$ cat src/rtl/slvp_pkg.sv
package slvp_pkg;
  localparam int BUS_W  = 16;
  localparam int LANE_W = 8;
  localparam int LANES  = BUS_W / LANE_W;

  // strobe indices on the synchroniser vector
  localparam int S_RD  = 0;
  localparam int S_WR  = 1;
  localparam int S_PE  = 2;
  localparam int S_OE  = 3;
  localparam int S_NUM = 4;

  typedef struct packed {
    logic push;
    logic pop;
    logic commit;
    logic conflict;
    logic any;
  } xfer_t;

  // lanes that carry data at a given endpoint width
  function automatic logic [LANES-1:0] lane_enable(input logic wide);
    return wide ? {LANES{1'b1}} : {{(LANES-1){1'b0}}, 1'b1};
  endfunction

  // clear unused upper lanes for byte endpoints
  function automatic logic [BUS_W-1:0] lane_mask(input logic [BUS_W-1:0] d,
                                                 input logic wide);
    return wide ? d : {{(BUS_W-LANE_W){1'b0}}, d[LANE_W-1:0]};
  endfunction
endpackage

$ cat src/rtl/slvp_strobe_sync.sv
module slvp_strobe_sync #(
  parameter int N         = 4,
  parameter int STAGES    = 2,
  parameter logic [N-1:0] EDGE_MASK = '1
) (
  input  logic         clk,
  input  logic         rst_n,
  input  logic [N-1:0] raw_i,
  output logic [N-1:0] evt_o
);
  localparam int CHAIN = STAGES + 1;

  for (genvar i = 0; i < N; i++) begin : g_bit
    logic [CHAIN-1:0] chain_q;
    always_ff @(posedge clk or negedge rst_n) begin
      if (!rst_n) chain_q <= '0;
      else        chain_q <= {chain_q[CHAIN-2:0], raw_i[i]};
    end

    if (EDGE_MASK[i]) begin : g_fall
      // deasserting edge of the synchronised strobe
      assign evt_o[i] = chain_q[CHAIN-1] & ~chain_q[CHAIN-2];

      // a falling event can never repeat on the next cycle
      p_single_fall_r5: assert property (@(posedge clk) disable iff (!rst_n)
        evt_o[i] |=> !evt_o[i]);
    end else begin : g_level
      assign evt_o[i] = chain_q[CHAIN-2];
    end
  end
endmodule

$ cat src/rtl/slvp_flag_gen.sv
module slvp_flag_gen #(
  parameter int ADDR_W   = 2,
  parameter int DEPTH    = 256,
  parameter int PROG_THR = 192,
  localparam int NUM_EP  = 1 << ADDR_W,
  localparam int LVL_W   = $clog2(DEPTH + 1)
) (
  input  logic [NUM_EP*LVL_W-1:0] level_i,
  input  logic [ADDR_W-1:0]       addr_i,
  output logic                    full_o,
  output logic                    empty_o,
  output logic                    prog_o
);
  function automatic logic lvl_full(input logic [LVL_W-1:0] l);
    return l == LVL_W'(DEPTH);
  endfunction

  function automatic logic lvl_empty(input logic [LVL_W-1:0] l);
    return l == '0;
  endfunction

  function automatic logic lvl_prog(input logic [LVL_W-1:0] l);
    return l >= LVL_W'(PROG_THR);
  endfunction

  logic [LVL_W-1:0] lvl_sel;
  assign lvl_sel = level_i[addr_i*LVL_W +: LVL_W];

  assign full_o  = lvl_full(lvl_sel);
  assign empty_o = lvl_empty(lvl_sel);
  assign prog_o  = lvl_prog(lvl_sel);
endmodule

$ cat src/rtl/slvp_xfer_ctrl.sv
module slvp_xfer_ctrl
  import slvp_pkg::*;
(
  input  logic             async_mode,
  input  logic             cs_n,
  input  logic             rd,
  input  logic             wr,
  input  logic             oe,
  input  logic             pktend,
  input  logic [S_NUM-1:0] sync_evt,
  input  logic             full,
  input  logic             empty,
  output xfer_t            xfer_o
);
  logic cs;
  logic rd_evt, wr_evt, pe_evt, oe_act;

  assign cs = ~cs_n;

  always_comb begin
    if (async_mode) begin
      rd_evt = sync_evt[S_RD];
      wr_evt = sync_evt[S_WR];
      pe_evt = sync_evt[S_PE];
      oe_act = sync_evt[S_OE];
    end else begin
      rd_evt = cs & rd;
      wr_evt = cs & wr;
      pe_evt = cs & pktend;
      oe_act = cs & oe;
    end
  end

  always_comb begin
    xfer_o.conflict = wr_evt & oe_act;
    xfer_o.push     = wr_evt & ~oe_act & ~full;
    xfer_o.pop      = rd_evt & ~empty;
    xfer_o.commit   = pe_evt;
    xfer_o.any      = xfer_o.push | xfer_o.pop | xfer_o.commit;
  end
endmodule

$ cat src/rtl/slvp_port.sv
module slvp_port
  import slvp_pkg::*;
#(
  parameter int ADDR_W   = 2,
  parameter int DEPTH    = 256,
  parameter int PROG_THR = 192,
  parameter int SYNC_STG = 2,
  localparam int NUM_EP  = 1 << ADDR_W,
  localparam int LVL_W   = $clog2(DEPTH + 1)
) (
  input  logic                    clk,
  input  logic                    rst_n,
  input  logic                    async_mode,
  input  logic [NUM_EP-1:0]       ep_wide,
  input  logic                    ext_cs_n,
  input  logic                    ext_rd,
  input  logic                    ext_wr,
  input  logic                    ext_oe,
  input  logic                    ext_pktend,
  input  logic [ADDR_W-1:0]       ext_addr,
  input  logic [BUS_W-1:0]        ext_din,
  output logic [BUS_W-1:0]        ext_dout,
  output logic [LANES-1:0]        ext_dout_en,
  output logic                    flag_full,
  output logic                    flag_empty,
  output logic                    flag_prog,
  output logic                    proto_err,
  input  logic [NUM_EP*LVL_W-1:0] fifo_level,
  input  logic [BUS_W-1:0]        fifo_rdata,
  output logic                    fifo_push,
  output logic                    fifo_pop,
  output logic                    fifo_commit,
  output logic [ADDR_W-1:0]       fifo_sel,
  output logic [BUS_W-1:0]        fifo_wdata
);
  localparam logic [S_NUM-1:0] EDGE_BITS = S_NUM'((1 << S_RD) | (1 << S_WR) | (1 << S_PE));

  logic             cs;
  logic             sel_wide;
  logic [S_NUM-1:0] gated_raw;
  logic [S_NUM-1:0] sync_evt;
  xfer_t            xfer;

  assign cs       = ~ext_cs_n;
  assign sel_wide = ep_wide[ext_addr];

  // chip-select gating ahead of the synchronisers
  always_comb begin
    gated_raw        = '0;
    gated_raw[S_RD]  = cs & ext_rd;
    gated_raw[S_WR]  = cs & ext_wr;
    gated_raw[S_PE]  = cs & ext_pktend;
    gated_raw[S_OE]  = cs & ext_oe;
  end

  slvp_strobe_sync #(
    .N(S_NUM), .STAGES(SYNC_STG), .EDGE_MASK(EDGE_BITS)
  ) u_sync (
    .clk(clk), .rst_n(rst_n), .raw_i(gated_raw), .evt_o(sync_evt)
  );

  slvp_flag_gen #(
    .ADDR_W(ADDR_W), .DEPTH(DEPTH), .PROG_THR(PROG_THR)
  ) u_flags (
    .level_i(fifo_level), .addr_i(ext_addr),
    .full_o(flag_full), .empty_o(flag_empty), .prog_o(flag_prog)
  );

  slvp_xfer_ctrl u_ctrl (
    .async_mode(async_mode), .cs_n(ext_cs_n),
    .rd(ext_rd), .wr(ext_wr), .oe(ext_oe), .pktend(ext_pktend),
    .sync_evt(sync_evt), .full(flag_full), .empty(flag_empty),
    .xfer_o(xfer)
  );

  // registered storage-side pulses
  always_ff @(posedge clk or negedge rst_n) begin
    if (!rst_n) begin
      fifo_push   <= 1'b0;
      fifo_pop    <= 1'b0;
      fifo_commit <= 1'b0;
      fifo_sel    <= '0;
      fifo_wdata  <= '0;
      proto_err   <= 1'b0;
    end else begin
      fifo_push   <= xfer.push;
      fifo_pop    <= xfer.pop;
      fifo_commit <= xfer.commit;
      if (xfer.any) fifo_sel <= ext_addr;
      if (xfer.push) fifo_wdata <= lane_mask(ext_din, sel_wide);
      if (xfer.conflict) proto_err <= 1'b1;
    end
  end

  // read bus towards the master
  assign ext_dout    = lane_mask(fifo_rdata, sel_wide);
  assign ext_dout_en = (cs & ext_oe) ? lane_enable(sel_wide) : '0;

  // no push into a full endpoint
  p_no_push_full_r7: assert property (@(posedge clk) disable iff (!rst_n)
    fifo_push |-> $past(!flag_full));

  // no pop from an empty endpoint
  p_no_pop_empty_r7: assert property (@(posedge clk) disable iff (!rst_n)
    fifo_pop |-> $past(!flag_empty));

  // conflicting write never pushes
  p_conflict_drop_r9: assert property (@(posedge clk) disable iff (!rst_n)
    xfer.conflict |=> !fifo_push);

  // error flag is sticky
  p_err_sticky_r9: assert property (@(posedge clk) disable iff (!rst_n)
    proto_err |=> proto_err);

  // clocked mode with chip select high yields no pulses
  p_cs_gate_r2: assert property (@(posedge clk) disable iff (!rst_n)
    (!async_mode && ext_cs_n) |=> !(fifo_push || fifo_pop || fifo_commit));

  // endpoint index follows address of an accepted transfer
  p_sel_track_r1: assert property (@(posedge clk) disable iff (!rst_n)
    xfer.any |=> fifo_sel == $past(ext_addr));

  // output lanes never enabled without chip select
  p_lane_gate_r6: assert property (@(posedge clk) disable iff (!rst_n)
    ext_cs_n |-> ext_dout_en == '0);
endmodule

$ cat config.mk
export PLATFORM = sky130hd
export DESIGN_NAME = slvp_port
export DESIGN_NICKNAME = d
export VERILOG_FILES = /design/src/rtl/slvp_pkg.sv /design/src/rtl/slvp_strobe_sync.sv /design/src/rtl/slvp_flag_gen.sv /design/src/rtl/slvp_xfer_ctrl.sv /design/src/rtl/slvp_port.sv
export SDC_FILE = /design/constraint.sdc
export NUM_CORES = 1
export LEC_CHECK = 0
export ABC_AREA = 1
export BUFFER_PORTS_ARGS = -buffer_cell sky130_fd_sc_hd__buf_2
export CAP_MARGIN = 20
export CORE_UTILIZATION = 40
export DETAILED_ROUTE_END_ITERATION = 10
export HOLD_SLACK_MARGIN = 0.03
export PLACE_DENSITY = 0.8
export SETUP_SLACK_MARGIN = 0.05
export SLEW_MARGIN = 10
export SYNTH_ARGS = -nofsm -noshare
export SYNTH_HDL_FRONTEND = slang
export SYNTH_SLANG_ARGS = --single-unit
$ cat constraint.sdc
create_clock -name clk -period 2.8 [get_ports clk]
set_clock_uncertainty 0.15 [all_clocks]
set_input_delay 0.7 -clock clk [delete_from_list [all_inputs] [get_ports clk]]
set_output_delay 0.7 -clock clk [all_outputs]
set_load 0.01 [all_outputs]
==> metrics.csv <==
metric;value;unit
# setup viols final;0;
cts-stage hold buffer count;0;
slowest stage delay, CP;170;ps
fin crit share;92.9;%
# resized after CTS;0;
final setup TNS;0;ps
vias;1666;
fmax;384;MHz
Worst Path Max Fanout;9;
ant diodes;0;
syn_nets;299;
synth-to-layout area growth;38.2;%
LEAKAGE;1.43;nW
die height;66.5;um
Worst VDD drop;0.313;mV
Clock Latency Late Sink;280;ps
antenna viol nets, final;0;
Layout Nets;404;
core area;4000;um^2
vias in the first global route;1534;
drc violations;0;
final wirelength;3.89;mm
Fin. Hold Viols;0;
routed len/inst;10.4;um
vias per cell;4.47;
Crit path max-delay family;simple AND/OR/NAND/NOR gates;
Final Core Density;57.5;%
largest net degree at the start of global routing;34;
status;finished, final reports clean;
# H-tree levels;2;
worst setup margin;199;ps
io pins;125;
initial antenna violation count;0;
drt pass-1 iters;4;
first-pass GRT wire length;6.20;mm
synthesized flop and latch total;33;
Clock Path Buffers;2;
Synth cell types;19;
Ys Warns;0;
Worst-Margin Slew;676;ps
Seq/Total Area, Yosys;49.7;%
IO Port Bufs;108;
CP startpoint kind;input pin;
nature of the critical path endpoint;output pin;
Die X;66.5;um
CP max stage cell;buf_4;
RSZ-0062 raised after global routing;false;
DP Cell Count;365;
Setup Fix Bufs, Post-CTS;0;
WP buf/inv;4;
Avg Inst Size Synth;7.66;um^2
Synth Instances;217;
Placer Congestion;0.848;
initial DRC count;81;
fin crit period;2600;ps
dpl hpwl;3.16;mm
CTS tree;yes;
effective utilization at floorplan;41.6;%
grt ovf;0;
Core Rows;23;
arrival time at the worst endpoint;1750;ps
Worst-path clk slew;60;ps
Netlist Area Pre-Place;1660;um^2
Max Cap Violations;0;
Slew Limit Fails;0;
Die Area;4420;um^2
worst path cell trace;buf_2 -> buf_4 -> nor2_2 -> nand3b_1 -> nand2_1 -> nand2_1 -> nand2_1 -> nand3_1 -> inv_1 -> buf_2;
cts bufs inserted;5;
Sink Count;33;
Setup WS pre-CTS;61.9;ps
Finished Layout Cells;373;
Critical Path RT;1950;ps
share of cells above drive strength 1;39.6;%
Setup CP Type;in -> out;
most used cell along the critical path;nand2_1;
overall global routing resource usage;19.0;%
Slew HR;54.9;%
PD cells;571;nW/um^2
HP Class;reg -> reg;
root buf cell;clkbuf_8;
==> sequential cells by signal, summed over array words and instances, names as in the netlist <==
| name | cells |
|---|---|
| fifo_commit | 1 |
| fifo_pop | 1 |
| fifo_push | 1 |
| fifo_sel | 2 |
| fifo_wdata | 16 |
| proto_err | 1 |
| u_sync.g_bit.chain_q | 11 |
==> worst register-to-register path, delay by kind of cell, from the launching register on <==
family | cells | cell delay (ps)
compound gates | 1 | 210
buf+inv | 2 | 200
flops | 1 | 340
simple gates | 5 | 480
==> metal layers <==
metal / GRT usage (%) / wire, um
met1: 20.0 / 1600
met2: 34.8 / 1950
met3: 5.48 / 265
met4: 8.24 / 78
met5: 0 / 0
==> placed cells by master, fill, tap and decap left out <==
cell         n
buf_2      108
nand2_1     80
dfrtp_1     33
inv_1       27
nor2_1      23
nand3_1     13
o21ai_0     11
clkbuf_8     6
nor2_2       4
inv_2        3
buf_4        3
nand3b_1     2
nand4_1      2
a21oi_1      1
a32oi_2      1
nand3_2      1
a22o_1       1
nand2_4      1
o21bai_1     1
bufinv_16    1
clkbuf_1     1
==> metrics by stage <==
stage	hold slack (ps)	power [mW]	cell area, um^2
finish	197	1.31	2300
global route	212	1.39	2300
CTS	200	1.33	2300
detailed placement	187	0.876	2180
global placement	183	0.867	2180
floorplan	181	0.737	1660
==> cells in the mapped netlist, drive strengths merged <==
| cell type | instances | share of area (%) |
|---|---|---|
| nor2 | 27 | 6.5 |
| nand3 | 14 | 4.5 |
| nand2 | 81 | 19 |
| nand4 | 2 | 0.75 |
| dfrtp | 33 | 50 |
| nand3b | 2 | 0.90 |
| a32oi | 1 | 0.98 |
| clkinv | 1 | 0.23 |
| a22o | 1 | 0.53 |
| buf | 13 | 6.5 |
| o21bai | 1 | 0.45 |
| a21oi | 1 | 0.30 |
| inv | 29 | 6.5 |
| o21ai | 11 | 3.3 |
==> power breakdown <==
group | switching [mW] | leakage (nW) | internal [mW]
clock | 0.158 | 0.0585 | 0.290
sequential | 0.0305 | 0.419 | 0.541
combinational | 0.163 | 0.948 | 0.131
total | 0.351 | 1.43 | 0.962
==> cells by family after synthesis <==
| logic type | after synthesis | share of synthesized area, % |
|---|---|---|
| AOI/OAI and AO/OA | 15 | 5.57 |
| and+or+nand+nor | 126 | 31.5 |
| buffers and inverters | 43 | 13.3 |
| DFF | 33 | 49.7 |
==> path summary, 6_finish.rpt <==
path | start | end | slack [ps] | cells past startpoint
max | ext_addr[0] | flag_empty | 200 | 10
min | u_sync.g_bit[1].chain_q[0] | u_sync.g_bit[1].chain_q[1] | 200 | 0
max reg2reg | u_sync.g_bit[1].chain_q[1] | fifo_wdata[2] | 1320 | 8
min reg2reg | u_sync.g_bit[1].chain_q[0] | u_sync.g_bit[1].chain_q[1] | 200 | 0
max in group asynchronous | rst_n | proto_err | 1760 | 1
min in group asynchronous | rst_n | fifo_wdata[7] | 300 | 1
==> area by class of cell <==
cell class | count | area [um^2]
clock buffers | 7 | 86.3
clock inverters | 1 | 30.0
fillers | 382 | 1700
inverters | 30 | 113
multi-input cells | 141 | 618
flip-flops and latches | 33 | 826
well taps | 50 | 62.6
repair buffers | 111 | 563
No activity file was read; power rests on OpenSTA's default activity.
